## config.mk

```make
export PLATFORM = sky130hd
export DESIGN_NAME = busrel_ctl
export DESIGN_NICKNAME = d
export VERILOG_FILES = /design/src/rtl/busrel_pkg.sv /design/src/rtl/busrel_sync.sv /design/src/rtl/busrel_ready.sv /design/src/rtl/busrel_fsm.sv /design/src/rtl/busrel_drive.sv /design/src/rtl/busrel_ctl.sv
export SDC_FILE = /design/constraint.sdc
export NUM_CORES = 1
export LEC_CHECK = 0
export CELL_PAD_IN_SITES_DETAIL_PLACEMENT = 2
export CELL_PAD_IN_SITES_GLOBAL_PLACEMENT = 2
export CORE_UTILIZATION = 30
export CTS_CLUSTER_SIZE = 14
export DETAILED_ROUTE_END_ITERATION = 7
export HOLD_SLACK_MARGIN = 0.12
export PLACE_DENSITY_LB_ADDON = 0.1
export SYNTH_ARGS = -nofsm -noshare
export SYNTH_HDL_FRONTEND = slang
export SYNTH_SLANG_ARGS = --single-unit
export TNS_END_PERCENT = 50
```

## constraint.sdc

```tcl
create_clock -name clk -period 2.8 [get_ports clk]
set_input_delay 0.84 -clock clk [delete_from_list [all_inputs] [get_ports clk]]
set_output_delay 0.84 -clock clk [all_outputs]
set_load 0.02 [all_outputs]
```

## src/rtl/busrel_pkg.sv

```systemverilog
package busrel_pkg;
  typedef enum logic [1:0] {
    ST_IDLE = 2'd0,
    ST_CMD  = 2'd1,
    ST_WAIT = 2'd2,
    ST_HOLD = 2'd3
  } bstate_t;

  localparam int STAT_W = 2;
  localparam logic [STAT_W-1:0] STAT_RD  = 2'b01;
  localparam logic [STAT_W-1:0] STAT_WR  = 2'b10;
  localparam logic [STAT_W-1:0] STAT_OFF = 2'b11;
endpackage

```

## src/rtl/busrel_sync.sv

```systemverilog
module busrel_sync #(
  parameter int STAGES = 2
) (
  input  logic clk,
  input  logic rst,
  input  logic d,
  output logic q
);
  logic [STAGES-1:0] chain;

  generate
    if (STAGES == 1) begin : g_one
      always_ff @(posedge clk) begin
        if (rst) chain <= '0;
        else     chain <= d;
      end
    end else begin : g_many
      always_ff @(posedge clk) begin
        if (rst) chain <= '0;
        else     chain <= {chain[STAGES-2:0], d};
      end
    end
  endgenerate

  assign q = chain[STAGES-1];
endmodule

```

## src/rtl/busrel_ready.sv

```systemverilog
module busrel_ready
  import busrel_pkg::*;
#(
  parameter int SYNC_STAGES = 2
) (
  input  logic    clk,
  input  logic    rst,
  input  logic    rdy_async,
  input  logic    rdy_sync,
  input  bstate_t st,
  input  logic    tick2,
  output logic    rdy_ok,
  output logic    by_async
);
  logic a_sync;
  logic a_hit;
  logic in_cyc;
  logic end_now;

  busrel_sync #(.STAGES(SYNC_STAGES)) u_sync (
    .clk (clk),
    .rst (rst),
    .d   (rdy_async),
    .q   (a_sync)
  );

  always_comb begin
    in_cyc   = (st == ST_CMD) || (st == ST_WAIT);
    by_async = a_hit || a_sync;
    rdy_ok   = by_async || rdy_sync;
    end_now  = tick2 && (st == ST_WAIT) && rdy_ok;
  end

  // captured asynchronous ready lives until the cycle ends
  always_ff @(posedge clk) begin
    if (rst)                  a_hit <= 1'b0;
    else if (end_now)         a_hit <= 1'b0;
    else if (in_cyc && a_sync) a_hit <= 1'b1;
  end
endmodule

```

## src/rtl/busrel_fsm.sv

```systemverilog
module busrel_fsm
  import busrel_pkg::*;
(
  input  logic    clk,
  input  logic    rst,
  input  logic    ph_en,
  input  logic    hold_req,
  input  logic    req_valid,
  input  logic    req_lock,
  input  logic    rdy_ok,
  output bstate_t st,
  output bstate_t nxt,
  output logic    ph,
  output logic    tick1,
  output logic    tick2,
  output logic    rel_now,
  output logic    lock_q,
  output logic    cyc_end
);
  logic hold_seen;

  always_comb begin
    tick1   = ph_en & ~ph;
    tick2   = ph_en & ph;
    rel_now = hold_req & ~lock_q;
    cyc_end = tick2 && (st == ST_WAIT) && rdy_ok;
  end

  always_comb begin
    nxt = st;
    unique case (st)
      ST_IDLE: begin
        if (hold_seen && !lock_q) nxt = ST_HOLD;
        else if (req_valid)       nxt = ST_CMD;
        else                      nxt = ST_IDLE;
      end
      ST_CMD:  nxt = ST_WAIT;
      ST_WAIT: begin
        if (!rdy_ok)                  nxt = ST_WAIT;
        else if (lock_q && req_valid) nxt = ST_CMD;
        else if (hold_seen && !lock_q) nxt = ST_HOLD;
        else if (req_valid)           nxt = ST_CMD;
        else                          nxt = ST_IDLE;
      end
      ST_HOLD: nxt = hold_seen ? ST_HOLD : ST_IDLE;
      default: nxt = ST_IDLE;
    endcase
  end

  always_ff @(posedge clk) begin
    if (rst) begin
      st        <= ST_IDLE;
      ph        <= 1'b0;
      hold_seen <= 1'b0;
      lock_q    <= 1'b0;
    end else begin
      if (ph_en) ph <= ~ph;
      if (tick1) hold_seen <= hold_req;
      if (tick2) begin
        st <= nxt;
        if (nxt == ST_CMD)
          lock_q <= req_lock;
        else if (nxt == ST_IDLE || nxt == ST_HOLD)
          lock_q <= 1'b0;
      end
    end
  end
endmodule

```

## src/rtl/busrel_drive.sv

```systemverilog
module busrel_drive
  import busrel_pkg::*;
(
  input  logic              clk,
  input  logic              rst,
  input  bstate_t           st,
  input  bstate_t           nxt,
  input  logic              tick1,
  input  logic              tick2,
  input  logic              rel_now,
  input  logic              req_write,
  input  logic              by_async,
  input  logic              cyc_end,
  output logic              grp_a_oe,
  output logic              grp_b_oe,
  output logic              hold_ack,
  output logic [STAT_W-1:0] stat_n,
  output logic              req_take,
  output logic              cyc_done,
  output logic              end_by_async
);
  always_ff @(posedge clk) begin
    if (rst) begin
      grp_a_oe     <= 1'b1;
      grp_b_oe     <= 1'b1;
      hold_ack     <= 1'b0;
      stat_n       <= STAT_OFF;
      req_take     <= 1'b0;
      cyc_done     <= 1'b0;
      end_by_async <= 1'b0;
    end else begin
      req_take <= tick2 && (nxt == ST_CMD);
      cyc_done <= cyc_end;
      if (cyc_end) end_by_async <= by_async;
      // group A lets go in the second phase of the state before hold
      if (tick1 && (st == ST_IDLE || st == ST_WAIT))
        grp_a_oe <= ~rel_now;
      if (tick2) begin
        if (nxt == ST_HOLD)      grp_a_oe <= 1'b0;
        else if (nxt != ST_WAIT) grp_a_oe <= 1'b1;
        grp_b_oe <= (nxt != ST_HOLD);
        hold_ack <= (nxt == ST_HOLD);
        stat_n   <= (nxt == ST_CMD) ? (req_write ? STAT_WR : STAT_RD) : STAT_OFF;
      end
    end
  end
endmodule

```

## src/rtl/busrel_ctl.sv

```systemverilog
module busrel_ctl
  import busrel_pkg::*;
#(
  parameter int SYNC_STAGES = 2
) (
  input  logic       clk,
  input  logic       rst,
  input  logic       ph_en,
  input  logic       req_valid,
  input  logic       req_write,
  input  logic       req_lock,
  input  logic       rdy_async,
  input  logic       rdy_sync,
  input  logic       hold_req,
  output logic       req_take,
  output logic       cyc_done,
  output logic       end_by_async,
  output logic [1:0] stat_n,
  output logic       lock_out,
  output logic       grp_a_oe,
  output logic       grp_b_oe,
  output logic       hold_ack,
  output logic [1:0] bus_st,
  output logic       bus_ph
);
  bstate_t st, nxt;
  logic ph, tick1, tick2, rel_now, lock_q, cyc_end, rdy_ok, by_async;

  busrel_ready #(.SYNC_STAGES(SYNC_STAGES)) u_ready (
    .clk       (clk),
    .rst       (rst),
    .rdy_async (rdy_async),
    .rdy_sync  (rdy_sync),
    .st        (st),
    .tick2     (tick2),
    .rdy_ok    (rdy_ok),
    .by_async  (by_async)
  );

  busrel_fsm u_fsm (
    .clk       (clk),
    .rst       (rst),
    .ph_en     (ph_en),
    .hold_req  (hold_req),
    .req_valid (req_valid),
    .req_lock  (req_lock),
    .rdy_ok    (rdy_ok),
    .st        (st),
    .nxt       (nxt),
    .ph        (ph),
    .tick1     (tick1),
    .tick2     (tick2),
    .rel_now   (rel_now),
    .lock_q    (lock_q),
    .cyc_end   (cyc_end)
  );

  busrel_drive u_drive (
    .clk          (clk),
    .rst          (rst),
    .st           (st),
    .nxt          (nxt),
    .tick1        (tick1),
    .tick2        (tick2),
    .rel_now      (rel_now),
    .req_write    (req_write),
    .by_async     (by_async),
    .cyc_end      (cyc_end),
    .grp_a_oe     (grp_a_oe),
    .grp_b_oe     (grp_b_oe),
    .hold_ack     (hold_ack),
    .stat_n       (stat_n),
    .req_take     (req_take),
    .cyc_done     (cyc_done),
    .end_by_async (end_by_async)
  );

  assign bus_st   = st;
  assign bus_ph   = ph;
  assign lock_out = lock_q;
endmodule

```

==> impl_metrics.yaml, run 1 <==
routing:
  wire_per_inst_um: 14.2
  drt_first_pass_iters: 4
  via_count: 657
  drc_errors: 0
  drtIter0Drc: 6
  ant_nets: 0
  wirelength_mm: 1.86
  routed_via_density: 5.02
power:
  power_frac_clock: 0.313
  ir_worst_vdd_v: 0.000262
  power_uw: 502
  p_per_area_nw_per_um2: 489
  p_sw_uw: 136
  switching_share: 0.271
  power_frac_seq: 0.494
  p_int_uw: 366
  pwr-share-comb: 0.192
  power.leakage_uw: 0.000398
worst_setup_path:
  cp_max_fo: 7
  r2r-end: "u_drive.grp_a_oe"
  cp.arrival_ns: 1.41
  r2r_start: "u_fsm.st[1]"
  startpoint_type: "flop"
  cp_slowest_stage_delay_ns: 0.65
  crit_slowest_cell: "clkdlybuf4s50_1"
  crit_family: "buffers and inverters"
  timing.reg2reg.setup_slack_ns: 1.04
  worstRegToRegCells: 5
  critPathBufInv: 1
  path_cells: "clkdlybuf4s50_1"
  crit_type: "reg -> out"
  crit_path_end_kind: "output pin"
  cp.required_ns: 1.96
floorplan:
  std_cell_rows: 18
  core_area_um2: 2450
  initial_core_util: 0.314
  dieArea_um2: 2780
  die_x_um: 52.7
  die_h_um: 52.7
  io_pins: 21
global_route:
  grt_max_degree: 12
  track_usage: 0.156
  grt.overflow.total: 0
  grt_pass1_vias: 676
  grt_pass1_wl_mm: 3.05
  antenna_found_initial: 0
layout:
  final_cell_mix: "clkdlybuf4s50_1 (20), dfxtp_1 (16), nor2_1 (6)"
  drive_gt1_frac: 0.129
  n_fill_cell: 264
  layout.nets: 114
  area_growth_pct: 33.1
  num_antenna_cells: 0
  mostFrequentLayoutCell: "clkdlybuf4s50_1"
  post_layout_nonfiller_instances: 131
synth:
  synth.distinct_cells: 35
  synth-seq-area-share: 0.416
  syn_area_per_cell_um2: 9.76
  syn_inst: 79
  synth_area_um2: 771
  synth_area_leaders: "dfxtp_1 (42%), ha_1 (4.9%), nor2b_1 (3.2%), o211ai_2 (3.2%), and2b_1 (2.9%)"
  syn_nets: 91
  synth_seq_cells: 16
  synth_top_area_cell: "dfxtp_1"
  synth_top_area_frac: 0.416
  yosysWarningCount: 0
timing:
  period_share: 0.803
  rsz0062_at_grt: "false"
  relSlewSlack: 0.787
  slew_viol_final: 0
  hold_viol: 0
  max_freq_mhz: 445
  fin_skew_ns: 0.00294
  tightest_slew_ns: 0.319
  tns_ns: 0
  finalSetupViolations: 0
  fin_crit_ns: 2.25
placed_design:
  routabilityCongestion: 0.778
  dp.cells: 127
  io_buffer_count: 20
  dp_hpwl_mm: 1.42
clock_network:
  cts_setup_buffers: 0
  clk_pin_slew_ns: 0.10
  clock_path_buffers: 2
  tritoncts: "done"
  cts_root_buffer: "clkbuf_4"
  cts.sink_count: 16
  numCtsBuffers: 3
  clkLatencyLatePin_ns: 0.29
  ctsResizeCount: 0
  cts_htree_levels: 1
  ctsHoldBuffers: 0
worst_hold_path:
  hold_class: "reg -> reg"
  worstHoldPathCells: 1
  worst_hold_path.endpoint: "u_ready.u_sync.chain[1]"
  min-delay-start: "u_ready.u_sync.chain[0]"
job:
  drv_cap: 0
run_status:
  run_status: "finished, final reports clean"
==> worst max-delay path by stage <==
stage | from | endpoint | slack [ns] | cells after the start
after floorplan | ph_en | u_drive.grp_a_oe | 0.99 | 4
after detailed placement | ph_en | u_drive.grp_a_oe | 0.41 | 5
after global placement | ph_en | u_drive.grp_a_oe | 0.43 | 5
after global routing | u_fsm.st[1] | bus_st[1] | 0.47 | 1
final | u_fsm.st[1] | bus_st[1] | 0.55 | 1
after CTS | u_fsm.st[1] | bus_st[1] | 0.54 | 1
==> layer usage <==
layer  GRT usage  vias up  share of wire
met3      0.0406        4          0.045
met4      0.0658        0          0.018
met1       0.202      312           0.51
met2       0.241       16           0.43
li1            -      325              -
met5           0        -              0
==> cells by family (layout without fill, tap and decap cells) <==
family | after synthesis | count (layout) | share of synthesized area
mux | 3 | 3 | 0.0406
fa+ha+maj | 3 | 3 | 0.0487
flops | 16 | 16 | 0.416
xor+xnor | 1 | 1 | 0.0114
compound gates | 15 | 15 | 0.156
buf+inv | 6 | 28 | 0.0487
simple gates | 35 | 35 | 0.279
==> worst register-to-register path: stages (launching register included) <==
cell and delay, ns:
dfxtp_1 0.46, inv_1 0.10, ha_1 0.25, o21ai_0 0.20, mux2_2 0.36, a221o_1 0.28
==> layout make-up <==
type,count,area (µm²),share of cell area
Tap cell,30,37.5,0.0366
Inverter,3,11.3,0.0110
Multi-Input combinational cell,57,413,0.402
Clock buffer,4,36.3,0.0354
Sequential cell,16,320,0.312
Timing Repair Buffer,21,208,0.202
==> sequential cells by signal, summed over array words and instances (netlist names) <==
register / cells
u_ready.a_hit: 1
u_fsm.st: 2
u_drive.end_by_async: 1
u_drive.hold_ack: 1
u_drive.grp_a_oe: 1
u_drive.grp_b_oe: 1
u_fsm.lock_q: 1
u_drive.stat_n: 2
u_ready.u_sync.chain: 2
u_drive.cyc_done: 1
u_fsm.hold_seen: 1
u_drive.req_take: 1
u_fsm.ph: 1
==> power by group through the flow <==
| stage | logic, µW | registers (µW) | clock network, µW |
|---|---|---|---|
| floorplan | 51.7 | 261 | 0 |
| global placement | 96.4 | 253 | 0 |
| detailed placement | 96.5 | 254 | 0 |
| CTS | 97.5 | 248 | 163 |
| global route | 106 | 250 | 173 |
| finish | 96.6 | 248 | 157 |
==> cells in the mapped netlist <==
| master | n |
|---|---|
| dfxtp_1 | 16 |
| nor2_1 | 6 |
| nor2b_1 | 4 |
| and2b_1 | 3 |
| and3_1 | 3 |
| ha_1 | 3 |
| inv_1 | 3 |
| nand2_1 | 3 |
| nor3_1 | 3 |
| a211oi_1 | 2 |
| a21oi_1 | 2 |
| and2_1 | 2 |
| and3_4 | 2 |
| buf_6 | 2 |
| mux2i_1 | 2 |
| nand2b_1 | 2 |
| o211ai_2 | 2 |
| or3_1 | 2 |
| a221o_1 | 1 |
| a31oi_1 | 1 |
| a41o_1 | 1 |
| a41oi_1 | 1 |
| and2_4 | 1 |
| clkbuf_1 | 1 |
| mux2_2 | 1 |
| nand3_1 | 1 |
| nand3_2 | 1 |
| nand4_1 | 1 |
| nor3_2 | 1 |
| o211ai_1 | 1 |
| o21ai_0 | 1 |
| o21ai_1 | 1 |
| o31a_1 | 1 |
| o32ai_1 | 1 |
| xnor2_1 | 1 |
==> metrics by stage <==
step	instance area, µm²	hold slack [ns]	setup WS, ns	utilization
2_1_floorplan	771	0.414	0.994	-
3_3_place_gp	990	0.419	0.426	0.403
3_5_place_dp	990	0.435	0.415	0.403
4_1_cts	1030	0.459	0.535	0.418
5_1_grt	1030	0.463	0.474	0.418
6_report	1030	0.450	0.552	0.418
(Power assumes the default switching activity.)
==> run 2: changes to the inputs <==
- CORE_UTILIZATION: 30 -> 27
- clock period: 2.8 -> 2.2 ns (I/O delays scaled with it)
==> impl_metrics.yaml, run 2 (same netlist as run 1, synthesis figures left out) <==
layout:
  drive_gt1_frac: 0.129
  mostFrequentLayoutCell: "clkdlybuf4s50_1"
  area_growth_pct: 32.5
  num_antenna_cells: 0
  final_cell_mix: "clkdlybuf4s50_1 (20), dfxtp_1 (16), nor2_1 (6)"
  top_regs: "u_drive.stat_n (2), u_fsm.st (2), u_ready.u_sync.chain (2)"
  layout.nets: 115
routing:
  ant_nets: 0
  drtIter0Drc: 6
  wirelength_mm: 1.94
  wire_per_inst_um: 14.7
  via_count: 674
  routed_via_density: 5.11
  drt_first_pass_iters: 2
  drc_errors: 0
placed_design:
  place_ws_ns: -0.0145
  routabilityCongestion: 0.747
  io_buffer_count: 20
  dp_hpwl_mm: 1.47
worst_setup_path:
  cp.depth: 1
  cp.required_ns: 1.54
  crit_type: "reg -> out"
  cp.arrival_ns: 1.42
  cp_slowest_stage_delay_ns: 0.66
  cp_max_fo: 7
  startpoint_type: "flop"
  crit_family: "buffers and inverters"
  path_cells: "clkdlybuf4s50_1"
  worstRegToRegCells: 6
  crit_slowest_cell: "clkdlybuf4s50_1"
  crit_path_end_kind: "output pin"
  critPathBufInv: 1
global_route:
  grt_max_degree: 10
  grt_pass1_vias: 723
  track_usage: 0.139
  grt.overflow.total: 0
  antenna_found_initial: 0
  grt_pass1_wl_mm: 3.29
timing:
  hold_viol: 0
  fin_hold_ws_ns: 0.453
  slew_viol_final: 0
  rsz0062_at_grt: "false"
  finalSetupViolations: 0
  relSlewSlack: 0.769
  max_freq_mhz: 482
  period_share: 0.944
  fin_crit_ns: 2.08
  tightest_slew_ns: 0.345
  timing.final.ws_setup_ns: 0.124
  fin_skew_ns: 0.00292
clock_network:
  ctsResizeCount: 0
  numCtsBuffers: 3
  cts.sink_count: 16
  ctsHoldBuffers: 0
  cts_root_buffer: "clkbuf_4"
  cts_htree_levels: 1
  clkLatencyLatePin_ns: 0.29
  tritoncts: "done"
  clock_path_buffers: 2
  cts_setup_buffers: 0
  clk_pin_slew_ns: 0.10
floorplan:
  core_area_um2: 2730
  std_cell_rows: 19
  die_h_um: 55.4
  dieArea_um2: 3070
  io_pins: 21
  initial_core_util: 0.282
  die_x_um: 55.4
job:
  drv_cap: 0
worst_hold_path:
  hold_class: "reg -> reg"
  worstHoldPathCells: 1
power:
  ir_worst_vdd_v: 0.000245
  p_per_area_nw_per_um2: 586
  power.leakage_uw: 0.000396
run_status:
  run_status: "finished, final reports clean"
run 2: stage by stage:
step / utilization / setup TNS, ns / power [µW] / area, µm² / instances
after floorplan: - / 0 / 398 / 771 / 79
after detailed placement: 0.365 / -0.0145 / 449 / 998 / 129
after global placement: 0.365 / 0 / 447 / 998 / 129
after global routing: 0.373 / 0 / 634 / 1020 / 132
final: 0.373 / 0 / 599 / 1020 / 132
after CTS: 0.373 / 0 / 614 / 1020 / 132
run 2: final timing paths:
| kind | startpoint | endpoint | slack, ns |
|---|---|---|---|
| worst min register to register | u_ready.u_sync.chain[0] | u_ready.u_sync.chain[1] | 0.45 |
| worst max register to register | u_fsm.st[1] | u_drive.stat_n[0] | 0.45 |
| worst max-delay path | u_fsm.st[1] | bus_st[1] | 0.12 |
| worst min-delay path | u_ready.u_sync.chain[0] | u_ready.u_sync.chain[1] | 0.45 |
run 2: per-layer routing:
metal / global-route usage / vias to the layer above / share of wire
met4: 0.0750 / 0 / 0.021
met2: 0.213 / 18 / 0.45
met3: 0.0258 / 5 / 0.037
li1: - / 328 / -
met1: 0.185 / 323 / 0.49
met5: 0 / - / 0
run 2: final cells by class:
class,instances,area [µm²]
fillers,323,1710
multi-input cells,57,413
flip-flops and latches,16,320
repair buffers,22,215
well taps,31,38.8
clock buffers,3,22.5
inverters,3,11.3
run 2: power by group:
group | internal [µW] | leakage (µW) | total [µW] | switching [µW]
combinational | 63.3 | 0.000252 | 126 | 62.6
clock | 63.6 | 0.0000138 | 158 | 94.0
sequential | 303 | 0.000130 | 315 | 12.2
==> run 3: changes to the inputs <==
- SETUP_SLACK_MARGIN: unset -> 0.2
==> impl_metrics.yaml, run 3 (same netlist as run 1, synthesis figures left out) <==
clock_network:
  tritoncts: "done"
  clkLatencyLatePin_ns: 0.29
  clk_pin_slew_ns: 0.10
  cts_htree_levels: 1
  clock_path_buffers: 2
  numCtsBuffers: 3
  cts_root_buffer: "clkbuf_4"
  cts.sink_count: 16
  ctsHoldBuffers: 0
  cts_setup_buffers: 0
power:
  ir_worst_vdd_v: 0.000245
  power_uw: 598
  p_per_area_nw_per_um2: 585
  power.leakage_uw: 0.000418
routing:
  wire_per_inst_um: 14.7
  drc_errors: 0
  drtIter0Drc: 6
  drt_first_pass_iters: 2
  via_count: 674
  wirelength_mm: 1.94
  routed_via_density: 5.11
  ant_nets: 0
worst_setup_path:
  cp.required_ns: 1.54
  critPathBufInv: 1
  cp.arrival_ns: 1.34
  path_cells: "clkdlybuf4s50_1"
  startpoint_type: "flop"
  worstRegToRegCells: 6
  cp_max_fo: 5
  timing.reg2reg.setup_slack_ns: 0.46
  crit_type: "reg -> out"
  cp_slowest_stage_delay_ns: 0.63
  r2r-end: "u_drive.stat_n[0]"
  crit_family: "buffers and inverters"
  crit_path_end_kind: "output pin"
  crit_slowest_cell: "clkdlybuf4s50_1"
  r2r_start: "u_fsm.st[1]"
timing:
  max_freq_mhz: 500
  slew_viol_final: 0
  fin_skew_ns: 0.00292
  finalSetupViolations: 0
  hold_viol: 0
  period_share: 0.908
  rsz0062_at_grt: "true"
  tightest_slew_ns: 0.345
  timing.final.ws_setup_ns: 0.202
  relSlewSlack: 0.769
  fin_hold_ws_ns: 0.453
  fin_crit_ns: 2.00
global_route:
  met3_usage: 0.0258
  grt_pass1_vias: 723
  grt_pass1_wl_mm: 3.29
  grt_max_degree: 10
  grt.met1_usage: 0.185
  grt.overflow.total: 0
  track_usage: 0.139
  antenna_found_initial: 0
  grtUsageMet2: 0.213
  busiest_layer: "met2"
job:
  drv_cap: 0
floorplan:
  die_x_um: 55.4
  dieArea_um2: 3070
  std_cell_rows: 19
  initial_core_util: 0.282
  core_area_um2: 2730
  io_pins: 21
  die_h_um: 55.4
layout:
  drive_gt1_frac: 0.129
  num_antenna_cells: 0
  final_core_util: 0.374
  layout.nets: 115
  final_cell_mix: "clkdlybuf4s50_1 (18), dfxtp_1 (16), nor2_1 (6)"
  top_regs: "u_drive.stat_n (2), u_fsm.st (2), u_ready.u_sync.chain (2)"
  post_layout_nonfiller_instances: 132
  mostFrequentLayoutCell: "clkdlybuf4s50_1"
  area_growth_pct: 32.6
  n_fill_cell: 322
worst_hold_path:
  hold_class: "reg -> reg"
  min-delay-start: "u_ready.u_sync.chain[0]"
  worstHoldPathCells: 1
  worst_hold_path.endpoint: "u_ready.u_sync.chain[1]"
placed_design:
  place_ws_ns: -0.0145
  dp_hpwl_mm: 1.47
  dp.cells: 129
  routabilityCongestion: 0.747
  io_buffer_count: 20
run_status:
  run_status: "finished, final reports clean"
## run 3: worst max-delay path by stage
stage,start,to,slack (ns),cells past startpoint
4_1_cts,u_fsm.ph,bus_ph,0.18,1
5_1_grt,u_fsm.ph,bus_ph,0.15,1
3_3_place_gp,ph_en,u_drive.grp_a_oe,0.04,5
6_report,u_fsm.ph,bus_ph,0.20,1
2_1_floorplan,u_fsm.st[1],u_drive.grp_a_oe,0.48,5
3_5_place_dp,ph_en,u_drive.grp_a_oe,-0.01,5
## run 3: per-layer routing
metal	vias to the layer above	wire (µm)
li1	328	-
met1	323	958
met2	18	870
met3	5	70
met4	0	40
met5	-	0
## run 3: area by class of cell
cell class / instances / area, µm² / area share
repair buffers: 22 / 216 / 0.212
clock buffers: 3 / 22.5 / 0.0220
inverters: 3 / 11.3 / 0.0110
flip-flops and latches: 16 / 320 / 0.313
well taps: 31 / 38.8 / 0.0379
multi-input cells: 57 / 413 / 0.404
## run 3: metrics by stage
step,TNS (ns),cell area (µm²)
2_1_floorplan,0,771
3_3_place_gp,0,998
3_5_place_dp,-0.0145,998
4_1_cts,0,1020
5_1_grt,0,1020
6_report,0,1020
## run 3: what timing repair did
action                                  CTS  global route
resized for setup                         1             1
pin swaps                                 0             0
endpoints found under the setup margin    3             3
## run 3: where the power goes
part | internal, µW | total [µW] | switching (µW) | leakage, µW
Combinational | 62.2 | 125 | 62.5 | 0.000274
Sequential | 303 | 315 | 12.1 | 0.000130
Clock | 63.6 | 158 | 94.0 | 0.0000138
